$ cat config.mk
export PLATFORM = sky130hd
export DESIGN_NAME = flash_wp_ctrl
export DESIGN_NICKNAME = d
export VERILOG_FILES = /design/src/rtl/flash_wp_pkg.sv /design/src/rtl/flash_wp_range.sv /design/src/rtl/flash_wp_timer.sv /design/src/rtl/flash_wp_ctrl.sv
export SDC_FILE = /design/constraint.sdc
export NUM_CORES = 1
export LEC_CHECK = 0
export CELL_PAD_IN_SITES_DETAIL_PLACEMENT = 0
export CELL_PAD_IN_SITES_GLOBAL_PLACEMENT = 1
export CORE_MARGIN = 3
export CORE_UTILIZATION = 40
export CTS_CLUSTER_SIZE = 20
export DETAILED_ROUTE_END_ITERATION = 6
export DONT_BUFFER_PORTS = 1
export GPL_TIMING_DRIVEN = 0
export PLACE_DENSITY = 0.71
export SLEW_MARGIN = 15
export SYNTH_ARGS = -nofsm -noshare
export SYNTH_HDL_FRONTEND = slang
export SYNTH_HIERARCHICAL = 1
export SYNTH_SLANG_ARGS = --single-unit
$ cat constraint.sdc
create_clock -name clk_i -period 12.46 [get_ports clk_i]
set_input_delay 1.869 -clock clk_i [delete_from_list [all_inputs] [get_ports clk_i]]
set_output_delay 1.869 -clock clk_i [all_outputs]
set_load 0.01 [all_outputs]
$ cat src/rtl/flash_wp_pkg.sv
package flash_wp_pkg;
  typedef enum logic [3:0] {
    OP_NOP  = 4'd0,
    OP_WREN = 4'd1,
    OP_WRDI = 4'd2,
    OP_PP   = 4'd3,
    OP_SE   = 4'd4,
    OP_HBE  = 4'd5,
    OP_BE   = 4'd6,
    OP_CE   = 4'd7,
    OP_WRSR = 4'd8
  } wp_op_e;
endpackage

$ cat src/rtl/flash_wp_range.sv
module flash_wp_range #(
  parameter int ADDR_W = 17,
  parameter int SECT_W = 12,
  localparam int SIDX_W = ADDR_W - SECT_W,
  localparam int NSECT  = 1 << SIDX_W
) (
  input  logic [2:0]        bp_i,
  input  logic [SIDX_W-1:0] sect_i,
  input  logic [SIDX_W-1:0] span_i,
  output logic              hit_o
);
  logic [SIDX_W:0] size_s, first_s, end_s;

  always_comb begin
    end_s = {1'b0, sect_i | span_i};
    if (int'(bp_i) - 1 >= SIDX_W || bp_i == 3'd0) size_s = (SIDX_W+1)'(NSECT);
    else size_s = (SIDX_W+1)'(1) << (bp_i - 3'd1);
    first_s = (SIDX_W+1)'(NSECT) - size_s;
    if (bp_i == 3'd0)      hit_o = 1'b0;
    else if (bp_i == 3'd7) hit_o = 1'b1;
    else                   hit_o = (end_s >= first_s);
  end
endmodule

$ cat src/rtl/flash_wp_timer.sv
module flash_wp_timer #(
  parameter int CNT_W = 4
) (
  input  logic             clk_i,
  input  logic             rst_ni,
  input  logic             load_i,
  input  logic [CNT_W-1:0] val_i,
  output logic             busy_o,
  output logic             done_o
);
  logic [CNT_W-1:0] cnt_q;

  always_ff @(posedge clk_i or negedge rst_ni) begin
    if (!rst_ni)             cnt_q <= '0;
    else if (load_i)         cnt_q <= val_i;
    else if (cnt_q != '0)    cnt_q <= cnt_q - 1'b1;
  end

  assign busy_o = (cnt_q != '0);
  assign done_o = (cnt_q == CNT_W'(1)) && !load_i;
endmodule

$ cat src/rtl/flash_wp_ctrl.sv
module flash_wp_ctrl
  import flash_wp_pkg::*;
#(
  parameter int ADDR_W = 17,
  parameter int SECT_W = 12,
  parameter int HBLK_W = 15,
  parameter int BLK_W  = 16,
  parameter int T_PP   = 4,
  parameter int T_SE   = 6,
  parameter int T_HBE  = 8,
  parameter int T_BE   = 10,
  parameter int T_CE   = 12,
  parameter int T_WRSR = 3
) (
  input  logic              clk_i,
  input  logic              rst_ni,
  input  logic              cmd_valid_i,
  input  logic [3:0]        cmd_op_i,
  input  logic [ADDR_W-1:0] addr_i,
  input  logic [7:0]        data_i,
  input  logic              wp_ni,
  input  logic              cs_ni,
  output logic [7:0]        status_o,
  output logic              accept_o,
  output logic              reject_o,
  output logic              busy_o,
  output logic              standby_o
);
  localparam int SIDX_W = ADDR_W - SECT_W;
  localparam int T_M1 = (T_PP > T_SE) ? T_PP : T_SE;
  localparam int T_M2 = (T_HBE > T_BE) ? T_HBE : T_BE;
  localparam int T_M3 = (T_CE > T_WRSR) ? T_CE : T_WRSR;
  localparam int T_M4 = (T_M1 > T_M2) ? T_M1 : T_M2;
  localparam int T_MAX = (T_M3 > T_M4) ? T_M3 : T_M4;
  localparam int CNT_W = $clog2(T_MAX + 1);

  wp_op_e op;
  logic srp_q, wel_q, accept_q, reject_q;
  logic [2:0] bp_q;
  logic busy, done, prot_hit, hw_lock, acc, rej, valid_op;
  logic [SIDX_W-1:0] span;
  logic [CNT_W-1:0] load_val;
  logic unused_bits;

  assign op = wp_op_e'(cmd_op_i);
  assign unused_bits = ^{addr_i[SECT_W-1:0], data_i[6:5], data_i[1:0]};
  assign hw_lock = srp_q && !wp_ni;
  assign valid_op = (cmd_op_i >= 4'd1) && (cmd_op_i <= 4'd8);

  always_comb begin
    unique case (op)
      OP_HBE:  span = SIDX_W'((1 << (HBLK_W - SECT_W)) - 1);
      OP_BE:   span = SIDX_W'((1 << (BLK_W - SECT_W)) - 1);
      OP_CE:   span = '1;
      default: span = '0;
    endcase
  end

  flash_wp_range #(.ADDR_W(ADDR_W), .SECT_W(SECT_W)) i_range (
    .bp_i   (bp_q),
    .sect_i (addr_i[ADDR_W-1:SECT_W]),
    .span_i (span),
    .hit_o  (prot_hit)
  );

  always_comb begin
    acc = 1'b0;
    rej = 1'b0;
    if (cmd_valid_i && valid_op) begin
      if (busy) rej = 1'b1;
      else begin
        unique case (op)
          OP_WREN, OP_WRDI: acc = 1'b1;
          OP_WRSR: begin
            rej = !wel_q || hw_lock;
            acc = !rej;
          end
          default: begin
            rej = !wel_q || prot_hit;
            acc = !rej;
          end
        endcase
      end
    end
  end

  always_comb begin
    unique case (op)
      OP_PP:   load_val = CNT_W'(T_PP);
      OP_SE:   load_val = CNT_W'(T_SE);
      OP_HBE:  load_val = CNT_W'(T_HBE);
      OP_BE:   load_val = CNT_W'(T_BE);
      OP_CE:   load_val = CNT_W'(T_CE);
      default: load_val = CNT_W'(T_WRSR);
    endcase
  end

  flash_wp_timer #(.CNT_W(CNT_W)) i_timer (
    .clk_i  (clk_i),
    .rst_ni (rst_ni),
    .load_i (acc && op != OP_WREN && op != OP_WRDI),
    .val_i  (load_val),
    .busy_o (busy),
    .done_o (done)
  );

  always_ff @(posedge clk_i or negedge rst_ni) begin
    if (!rst_ni) begin
      srp_q    <= 1'b0;
      bp_q     <= '0;
      wel_q    <= 1'b0;
      accept_q <= 1'b0;
      reject_q <= 1'b0;
    end else begin
      accept_q <= acc;
      reject_q <= rej;
      if (acc && op == OP_WREN)          wel_q <= 1'b1;
      else if (acc && op == OP_WRDI)     wel_q <= 1'b0;
      else if ((rej && !busy) || done)   wel_q <= 1'b0;
      if (acc && op == OP_WRSR) begin
        srp_q <= data_i[7];
        bp_q  <= data_i[4:2];
      end
    end
  end

  assign status_o  = {srp_q, 2'b00, bp_q, wel_q, busy};
  assign accept_o  = accept_q;
  assign reject_o  = reject_q;
  assign busy_o    = busy;
  assign standby_o = cs_ni && !busy;
endmodule

==> out/results.txt <==
Status -> complete, no violations
Synth Warn # -> 6
Max-slew violations -> 0
H-Tree Depth -> 1
Vias per cell -> 5.40
Io pins -> 46
Vias -> 880
Worst Skew -> 1.05 ps
Post-cts sizing count -> 0
GP Congestion -> 0.720
Largest area contributor in the netlist -> dfrtp_1
Die Height -> 58.6 um
Clock Sinks -> 11
Yosys reg bits -> 11
Synth unique cells -> 44
Nets -> 178
Simple-gate share of the synthesized area -> 27.3%
Synth area leaders -> dfrtp_1, ha_1, mux2_4
Max FO, Critical Path -> 10
Worst-Margin Slew -> 521 ps
Leak pwr -> 0.507 nW
Post-synthesis sequential area ratio -> 24.8%
Residual DRC -> 0
Fmax -> 187 MHz
Post-CTS setup buffer count -> 0
Synth Flop Type -> dfrtp_1
Min Tclk post-route -> 5350 ps
Pin count of the biggest net entering global routing -> 12
Critical Path RT -> 12650 ps
Reg2reg setup slack -> 7540 ps
Synthesized area -> 1110 um2
RSZ-0062 raised after global routing -> false
Critical Path End Type -> flop
Compound-Gate Fraction of Synth Area -> 15.7%
CTS tree -> yes
Initial antenna violation count -> 0
Slew margin rel. -> 65.0%
Async S/R FF share, synth -> 100%
Tcrit/Tclk final -> 42.9%
Number of port buffers -> 0
Gr ovfl total -> 0
Main combinational cell family by area after synthesis -> simple AND/OR/NAND/NOR gates
Worst Hold Class -> reg2reg
Maximum VDD drop -> 0.0980 mV
Die X -> 58.6 um
Syn avg cell area -> 8.66 um2
Share of cells above drive strength 1 -> 21.8%
Cts bufs inserted -> 3
Synthesis-to-layout area growth -> 6.10%
Mux contribution to synthesized area -> 7.34%
Router iterations before antenna repair -> 2
Area share of the largest cell type after synthesis -> 24.8%
Share of the core filled with cells -> 46.2%
Initial core utilization -> 43.6%
Vias in the first global route -> 870
Clk buf depth -> 2
WP data arrival -> 5540 ps
Power Density -> 110 nW/um2
Tot GR Track Use -> 14.8%
Final hold vios -> 0
Commonest non-fill, non-tap cells in the layout -> nor2_1, dfrtp_1, o21ai_0, ha_1, inv_1
Setup TNS -> 0 ps
Row count -> 18
Root Buffer -> clkbuf_4
Worst-path clk slew -> 70 ps
Core Area -> 2540 um2
Wire length per cell -> 14.4 um
Initial DRC count -> 23
Commonest non-fill, non-tap cell in the layout -> nor2_1
Routed WL -> 2.35 mm
Post-synth EDFFs -> 0
First-pass GRT wire length -> 4.00 mm
# setup viols final -> 0
Hold buffers post-CTS -> 0
Filler Cell Count -> 257
Max-Cap Viols -> 0
Startpoint types -> input port
HPWL Detailed -> 1.83 mm
N_diodes -> 0
WS Path Type -> in2reg
Post-Synthesis Cells -> 128
Adder-Cell Fraction of Synth Area -> 11.3%
Routed Antenna Nets -> 0
Xor/xnor share of the synthesized area -> 3.16%
Die Area -> 3440 um2
Skew-Pair Late Insertion Delay -> 260 ps
==> cell families after synthesis <==
family / count (synthesis)
AOI/OAI and AO/OA: 26
xor gates and xnor gates: 4
adders and majority gates: 10
buffers and inverters: 21
DFF: 11
muxes: 6
other: 1
and+or+nand+nor: 49
==> metal layers <==
layer	global-route usage [%]	share of wire, %	vias to the layer above
met5	0	0	-
met1	19.8	48	406
met2	24.9	48	18
met4	1.94	0	0
li1	-	-	456
met3	3.73	4.2	0
==> sequential cells by signal, indices dropped and copies added, names as in the netlist <==
signal	flops
reject_o	1
srp_q	1
wel_q	1
i_timer/cnt_q	4
bp_q	3
accept_o	1
==> metrics by stage <==
step	worst slack, ps	area [um2]	hold WS, ps	std cells	power [mW]
6_report	7110	1180	573	163	0.129
3_5_place_dp	6840	1150	559	159	0.105
2_1_floorplan	7290	1110	505	129	0.0958
4_1_cts	7120	1180	576	163	0.130
3_3_place_gp	6850	1150	562	159	0.103
5_1_grt	6780	1180	600	163	0.139
==> worst max-delay path, stage by stage <==
cell and delay [ps]:
clkbuf_1 320, nand2b_1 220, nor2_1 90, or2_2 300, ha_1 280, a2111oi_0 320
or3_1 190, a22oi_2 70, inv_1 60, a221oi_1 80, a311oi_1 490, and3_1 230
clkbuf_1 300, nor4b_1 100, nand2b_1 190, a2bb2oi_1 140, o22ai_1 160, o2bb2ai_1 120
==> layout make-up <==
| type | count | area, um2 | share of cell area (%) |
|---|---|---|---|
| buffer | 13 | 81.3 | 6.91 |
| multi-input combinational | 97 | 726 | 61.7 |
| inverter | 8 | 30.0 | 2.55 |
| sequential | 11 | 275 | 23.4 |
| tap | 30 | 37.5 | 3.19 |
| clock buffer | 4 | 26.3 | 2.23 |
==> final timing paths <==
kind,start,endpoint,cells past startpoint
max,cmd_op_i[3],wel_q,18
min,srp_q,srp_q,1
max reg2reg,bp_q[0],wel_q,22
min reg2reg,srp_q,srp_q,1
max in group asynchronous,rst_ni,reject_o,0
min in group asynchronous,rst_ni,i_timer/cnt_q[0],0
==> where the power goes <==
group | switching, mW | internal, mW
logic | 0.0264 | 0.0269
clock network | 0.0113 | 0.0124
registers | 0.00872 | 0.0433
==> synth_stat cells, types with 3 or more instances <==
master    number
xnor2_1        3
o31ai_1        3
a21oi_1        3
nor2_1        12
nor2b_1        5
dfrtp_1       11
nand2_1        6
ha_1          10
inv_1          8
o21ai_0       10
mux2_4         4
nand2b_1       3
buf_2          5
or2_2          5
nor3_1         3
buf_4          5
No activity file was read; power rests on OpenSTA's default activity.
